<file path="src/rtl/prf_pkg.sv">
package prf_pkg;

   typedef enum logic [1:0] {
      VIEW_W32 = 2'b00,
      VIEW_W16 = 2'b01,
      VIEW_B0  = 2'b10,
      VIEW_B1  = 2'b11
   } view_e;

endpackage

</file>
<file path="src/rtl/prf_write_lanes.sv">
module prf_write_lanes #(
   parameter int WORD_W = 32
) (
   input  logic [1:0]              view,
   input  logic [WORD_W-1:0]       data,
   output logic [WORD_W/8-1:0]     lane_en,
   output logic [WORD_W-1:0]       lane_data
);
   import prf_pkg::*;

   localparam int BYTE_W = 8;
   localparam int LANES  = WORD_W / BYTE_W;
   localparam int HALF_L = LANES / 2;

   view_e v;
   assign v = view_e'(view);

   always_comb begin
      lane_en   = '0;
      lane_data = data;
      unique case (v)
         VIEW_W32: lane_en = '1;
         VIEW_W16: lane_en[HALF_L-1:0] = '1;
         VIEW_B0:  lane_en[0] = 1'b1;
         VIEW_B1: begin
            lane_en[1] = 1'b1;
            lane_data  = data << BYTE_W;
         end
         default:  lane_en = '0;
      endcase
   end

endmodule

</file>
<file path="src/rtl/prf_reg_slot.sv">
module prf_reg_slot #(
   parameter int WORD_W = 32
) (
   input  logic                    clk,
   input  logic                    rst,
   input  logic                    sel,
   input  logic [WORD_W/8-1:0]     lane_en,
   input  logic [WORD_W-1:0]       lane_data,
   output logic [WORD_W-1:0]       q
);
   localparam int BYTE_W = 8;
   localparam int LANES  = WORD_W / BYTE_W;

   for (genvar l = 0; l < LANES; l++) begin : g_lane
      always_ff @(posedge clk) begin
         if (rst)
            q[l*BYTE_W +: BYTE_W] <= '0;
         else if (sel && lane_en[l])
            q[l*BYTE_W +: BYTE_W] <= lane_data[l*BYTE_W +: BYTE_W];
      end
   end

endmodule

</file>
<file path="src/rtl/prf_read_view.sv">
module prf_read_view #(
   parameter int WORD_W = 32
) (
   input  logic [WORD_W-1:0] word,
   input  logic [1:0]        view,
   output logic [WORD_W-1:0] data
);
   import prf_pkg::*;

   localparam int BYTE_W = 8;
   localparam int HALF_W = WORD_W / 2;

   view_e v;
   assign v = view_e'(view);

   always_comb begin
      data = '0;
      unique case (v)
         VIEW_W32: data = word;
         VIEW_W16: data[HALF_W-1:0] = word[HALF_W-1:0];
         VIEW_B0:  data[BYTE_W-1:0] = word[BYTE_W-1:0];
         VIEW_B1:  data[BYTE_W-1:0] = word[2*BYTE_W-1:BYTE_W];
         default:  data = '0;
      endcase
   end

endmodule

</file>
<file path="src/rtl/prf_regfile_top.sv">
module prf_regfile_top #(
   parameter int NUM_REGS = 4,
   parameter int WORD_W   = 32,
   parameter int IDX_W    = $clog2(NUM_REGS)
) (
   input  logic              clk,
   input  logic              rst,
   input  logic              wr_en,
   input  logic [IDX_W-1:0]  wr_idx,
   input  logic [1:0]        wr_view,
   input  logic [WORD_W-1:0] wr_data,
   input  logic [IDX_W-1:0]  ra_idx,
   input  logic [1:0]        ra_view,
   output logic [WORD_W-1:0] ra_data,
   input  logic [IDX_W-1:0]  rb_idx,
   input  logic [1:0]        rb_view,
   output logic [WORD_W-1:0] rb_data
);
   localparam int LANES = WORD_W / 8;

   if (WORD_W % 32 != 0) begin : g_bad_width
      $error("WORD_W must be a multiple of 32");
   end
   if (NUM_REGS < 2 || (1 << IDX_W) != NUM_REGS) begin : g_bad_depth
      $error("NUM_REGS must be a power of two, at least 2");
   end

   logic [LANES-1:0]  lane_en;
   logic [WORD_W-1:0] lane_data;
   logic [WORD_W-1:0] slot_q [NUM_REGS];

   prf_write_lanes #(.WORD_W(WORD_W)) u_lanes (
      .view      (wr_view),
      .data      (wr_data),
      .lane_en   (lane_en),
      .lane_data (lane_data)
   );

   for (genvar r = 0; r < NUM_REGS; r++) begin : g_slot
      logic sel;
      assign sel = wr_en && (wr_idx == IDX_W'(r));
      prf_reg_slot #(.WORD_W(WORD_W)) u_slot (
         .clk       (clk),
         .rst       (rst),
         .sel       (sel),
         .lane_en   (lane_en),
         .lane_data (lane_data),
         .q         (slot_q[r])
      );
   end

   prf_read_view #(.WORD_W(WORD_W)) u_rd_a (
      .word (slot_q[ra_idx]),
      .view (ra_view),
      .data (ra_data)
   );

   prf_read_view #(.WORD_W(WORD_W)) u_rd_b (
      .word (slot_q[rb_idx]),
      .view (rb_view),
      .data (rb_data)
   );

endmodule

</file>
<file path="config.mk">
export PLATFORM = sky130hd
export DESIGN_NAME = prf_regfile_top
export DESIGN_NICKNAME = d
export VERILOG_FILES = /design/src/rtl/prf_pkg.sv /design/src/rtl/prf_write_lanes.sv /design/src/rtl/prf_reg_slot.sv /design/src/rtl/prf_read_view.sv /design/src/rtl/prf_regfile_top.sv
export SDC_FILE = /design/constraint.sdc
export NUM_CORES = 1
export LEC_CHECK = 0
export ABC_AREA = 1
export BUFFER_PORTS_ARGS = -buffer_cell sky130_fd_sc_hd__buf_2
export CAP_MARGIN = 20
export CORE_MARGIN = 2
export CORE_UTILIZATION = 45
export CTS_BUF_LIST = sky130_fd_sc_hd__clkbuf_4 sky130_fd_sc_hd__clkbuf_8 sky130_fd_sc_hd__clkbuf_16
export DETAILED_ROUTE_END_ITERATION = 12
export GPL_TIMING_DRIVEN = 0
export PLACE_DENSITY_LB_ADDON = 0.3
export SYNTH_ARGS = -nofsm -noshare
export SYNTH_HDL_FRONTEND = slang
export SYNTH_SLANG_ARGS = --single-unit
</file>
<file path="constraint.sdc">
create_clock -name clk -period 3.4 [get_ports clk]
set_input_delay 0.34 -clock clk [delete_from_list [all_inputs] [get_ports clk]]
set_output_delay 0.34 -clock clk [all_outputs]
set_load 0.01 [all_outputs]
</file>
== Yosys cells after proc, flatten, opt, wreduce, memory -nomap -nowiden ==
Cells that the tools add are included.
Widths: inputs -> output; s select.
Storage, ports and cells
  memories kept: 0
  bits of input ports: 47
  memory bits (writable): 0
  memory bits (read-only): 0
  flip-flop bits (word level): 128
  latch bits: 0
  output and inout bits: 64
Operators by class
  add/sub/neg operators: 0
  reduce and logical (&&, ||, !) cells: 30
  shifts and indexed selects: 0
  mux-type cells: 16
  bitwise gates (word level): 2
  div/mod/pow operators: 0
  multiply operators: 0
  $lt $le $gt $ge: 2
  eq/ne operators: 12
Operators by type and width (number)
  $mux 32: 5
  $bmux 32 s2: 2
  $mux 16: 2
  $pmux 8 s2: 2
  $logic_and 1x1->1: 20
  $eq 2x2->1 const B: 8
  $mux 8: 2
  $reduce_or 3->1: 4
  $eq 2x1->1 const B: 4
  $logic_not 2->1: 4
  $ge 3x3->1 const B: 2
  $not 2->3: 2
  $reduce_or 2->1: 2
  $mux 1: 2
  $mux 2: 1

== Depth between registers and ports, before layout ==
  depth after elaboration: 5
  mapped depth: 9
  gate-level depth less buffers: 7

== Hierarchy ==
A second synthesis with hierarchy kept.
Unflattened totals
  cell total of the unflattened synthesis: 1705
  area total of the unflattened synthesis: 9173.8 um2
Modules (own cells, without submodules)
  prf_reg_slot: cells each 204, area each 1310.0 um2, instances 4
  prf_regfile_top: cells each 627, area each 2676.3 um2, instances 1
  prf_read_view: cells each 80, area each 380.4 um2, instances 2
  prf_write_lanes: cells each 102, area each 496.7 um2, instances 1

== Least setup slack after synthesis ==
No wires, ideal clock.
  path type: input to output
  start: input port rb_view[1]
  end: output port rb_data[19]
  data required time: 3.060 ns
  buffers on the path: 3
  arrival: 1.307 ns
  stages on the path: 5
  path slack: 1.753 ns
  path through: buf_2 > or2_2 > clkbuf_1 > buf_2 > a21oi_1
Between the ends
  word-level cells in the longest chain between the ends: 2
RTL lines
  start, declared: RTL line prf_regfile_top.sv:16  | input logic [1:0] rb_view,
  $logic_not 2->1: RTL line prf_read_view.sv:18  | unique case (v)
  $mux 16: RTL line prf_read_view.sv:18
  end, declared: RTL line prf_regfile_top.sv:17  | output logic [WORD_W-1:0] rb_data
No other way between the ends.

== Worst setup path in the final report ==
  start: input port ra_idx[1]
  end: output port ra_data[31]
Between the ends
  word-level cells in the longest chain between the ends: 5
RTL lines
  start, declared: RTL line prf_regfile_top.sv:12  | input logic [IDX_W-1:0] ra_idx,
  $not 2->3 (not written as such): RTL line prf_regfile_top.sv:53  | .word (slot_q[ra_idx]),
  $bmux 32 s2: RTL line prf_regfile_top.sv:53
  $mux 32 (not written as such) (2 in series): RTL line prf_regfile_top.sv:53
  $mux 16: RTL line prf_read_view.sv:18
  end, declared: RTL line prf_regfile_top.sv:14  | output logic [WORD_W-1:0] ra_data,
No other way between the ends. The select of a mux whose other input is x is not followed.

==> metrics.md <==
| Metric | Value |
|---|---|
| Outcome | finished, final reports clean |
| Via-per-instance ratio | 5.30 |
| Slowest stage delay, CP | 500 ps |
| CTS H-Tree Depth | 4 |
| # IOs | 111 |
| Dpl hpwl | 21400 µm |
| Setup TNS | 0 ps |
| TritonCTS Buffers | 17 |
| Number of synthesized flops with an enable pin | 0 |
| Bufs on Longest Clock Path | 2 |
| Seq cells post-synth | 128 |
| Final setup viols | 0 |
| DRT iter0 DRCs | 917 |
| FF+latch area | 0.00256 mm² |
| DIE AREA | 0.0191 mm² |
| Largest net degree at the start of global routing | 17 |
| CP Cell Sequence | clkbuf_1 > inv_1 > clkbuf_1 > nand3_1 > a21oi_1 > buf_2 |
| Top cells by area, synth | dfxtp_1, nand2_1, nor2_1, nand3_1, inv_1 |
| Top-count cell post-synth | nand2_1 |
| Dominant synthesized flop cell | dfxtp_1 |
| Register clock-pin slew on the reported worst setup and hold paths | 60 ps |
| Layout Cells excl Fill | 1785 |
| CP Capture Type | primary output |
| DR pass1 iterations | 6 |
| Met2 usage | 0.447 |
| Number of flip-flops in the largest register | 128 |
| Final WL | 29200 µm |
| Share of the synthesized area in the top cell type | 0.317 |
| Clk_lat worst skew | 440 ps |
| Total Power | 4.17 mW |
| # fillers | 1873 |
| Initial antenna violation count | 0 |
| Worst setup margin | 1100 ps |
| Final worst path period share | 0.677 |
| CORE AREA | 0.0178 mm² |
| Starting Density | 0.455 |
| CTS tree | done |
| Max Slew Vio Count | 0 |
| Max FO, Critical Path | 10 |
| Die H | 138 µm |
| Post-synthesis cell count | 1422 |
| Worst path arrival time | 1960 ps |
| Met1 usage | 0.407 |
| Startpoint Class | primary input |
| Buffers & Inverters on Critical Path | 4 |
| Mapped Area | 0.00809 mm² |
| Port bufs | 102 |
| Ys async rst share | 0 |
| Peak VDD IR | 0.000397 V |
| Layout overhead on the synthesized area | 17.2% |
| Leakage | 4.73 nW |
| Grt total ovfl | 0 |
| Yosys cell types | 25 |
| Post-CTS setup buffer count | 0 |
| Dpl cells | 1753 |
| Hold Vio Cnt, Final | 0 |
| Max capacitance violation total | 0 |
| Slew HR | 0.526 |
| CP delay by family, top | buffers and inverters |
| WL/cell | 16.4 µm |
| Total track usage | 0.299 |
| Biggest register | g_slot.u_slot.q |
| Top flop regs | g_slot.u_slot.q x128 |
| Vias | 9468 |
| Crit-path most repeated cell | clkbuf_1 |
| Global placement routability congestion | 0.982 |
| RSZ-0062 raised after global routing | false |
| Routed Antenna Nets | 0 |
| Met3 GRT Util | 0.0672 |
| Critical Path RT | 3060 ps |
| Multi-input gate area | 0.00450 mm² |
| Pre-CTS setup slack | 1170 ps |
| Synth Net Count | 1469 |
| Layer with the highest usage | met2 |
| Cts hold-fix bufs | 0 |
| Clk_skew | 0 ps |
| Tmin final | 2300 ps |
| Diode count | 0 |
| Fmax | 0.434 GHz |
| Hold Crit Class | primary input to flop |
| First-pass GRT wire length | 45200 µm |
| Post_cts resized | 0 |
| Crit-path slowest cell | clkbuf_1 |
| Worst Tran Pin Value | 711 ps |
| Final #Nets | 1590 |
| Critical path class | primary input to primary output |
| Fraction of layout cells with a size suffix above 1 | 0.129 |
| Std cell rows | 49 |
| Root Driver | clkbuf_16 |
| Horiz. Die Dim | 138 µm |
| Yosys top cell by area | dfxtp_1 |
| Pwr dens | 440 mW/mm² |
| Register area share after synthesis | 0.317 |
| Number of global-route vias before repair | 8694 |
| Avg Cell Area, Syn | 5.69 µm² |
| Most frequent cells after synthesis | nand2_1, nor2_1, inv_1, nand3_1, dfxtp_1 |
| Num Clock Sinks | 128 |
| Drc violations | 0 |
| Yosys Warn Count | 0 |
## final cells by class
class,instances,area share
multi-input cells,1055,0.474
clock buffers,17,0.0448
repair buffers,102,0.0538
well taps,229,0.0302
flip-flops and latches,128,0.270
clock inverters,15,0.0178
inverters,149,0.0590
plain buffers,90,0.0497
## kinds of logic (layout without fill, tap and decap cells)
logic type,after synthesis,count (layout),synth area share
AND/OR/NAND/NOR,966,966,0.491
buffers and inverters,239,373,0.127
flip-flops,128,128,0.317
AO/OA/AOI/OAI,89,89,0.0649
## stage by stage
step	utilization	cell area [µm²]	hold slack (ps)
2_1_floorplan	-	8090	409
3_3_place_gp	0.500	8890	463
3_5_place_dp	0.500	8890	472
4_1_cts	0.533	9490	163
5_1_grt	0.533	9490	175
6_report	0.533	9490	177
## placed cells by master, fill, tap and decap left out
cell type and n:
clkinvlp_4 3, nand2_2 1, nand4_4 1, nand3_2 3
o21ai_0 19, clkbuf_1 46, buf_6 12, inv_2 1
nand2_4 1, nand2_1 564, inv_6 1, or2_2 2
clkbuf_16 17, buf_4 5, nor2_1 231, clkinv_4 2
nor2_4 9, nand4_2 1, o21ai_1 2, nand4_1 4
bufinv_16 3, clkinv_2 6, inv_1 148, nand3_1 138
a21oi_1 36, nand3_4 1, buf_2 122, buf_1 7
o211ai_1 32, dfxtp_1 128, nor2_2 10
## worst reg2reg max path, stage by stage (launching register included)
cell,delay (ps)
dfxtp_1,420
o21ai_0,120
nor2_1,120
## final timing paths
path	to	depth (start not counted)	slack (ps)	from
max reg2reg	g_slot[3].u_slot.q[5]$_SDFFE_PP0P_	2	2670	g_slot[3].u_slot.q[5]$_SDFFE_PP0P_
min	g_slot[0].u_slot.q[2]$_SDFFE_PP0P_	2	180	rst
max	ra_data[31]	6	1100	ra_idx[1]
min reg2reg	g_slot[1].u_slot.q[25]$_SDFFE_PP0P_	2	480	g_slot[1].u_slot.q[25]$_SDFFE_PP0P_
## per-layer routing
metal  vias up  part of all wire  routed length (µm)
met5         -                 0                   0
met4         0             0.043                1270
met3       105              0.11                3220
met2       558              0.42               12300
met1      4224              0.42               12400
li1       4581                 -                   -
## report_power, final
| part | switching [mW] | internal (mW) |
|---|---|---|
| logic | 0.501 | 0.219 |
| clock network | 0.717 | 1.15 |
| registers | 0.0361 | 1.55 |
Note: power is estimated with default switching activity, not from simulation.
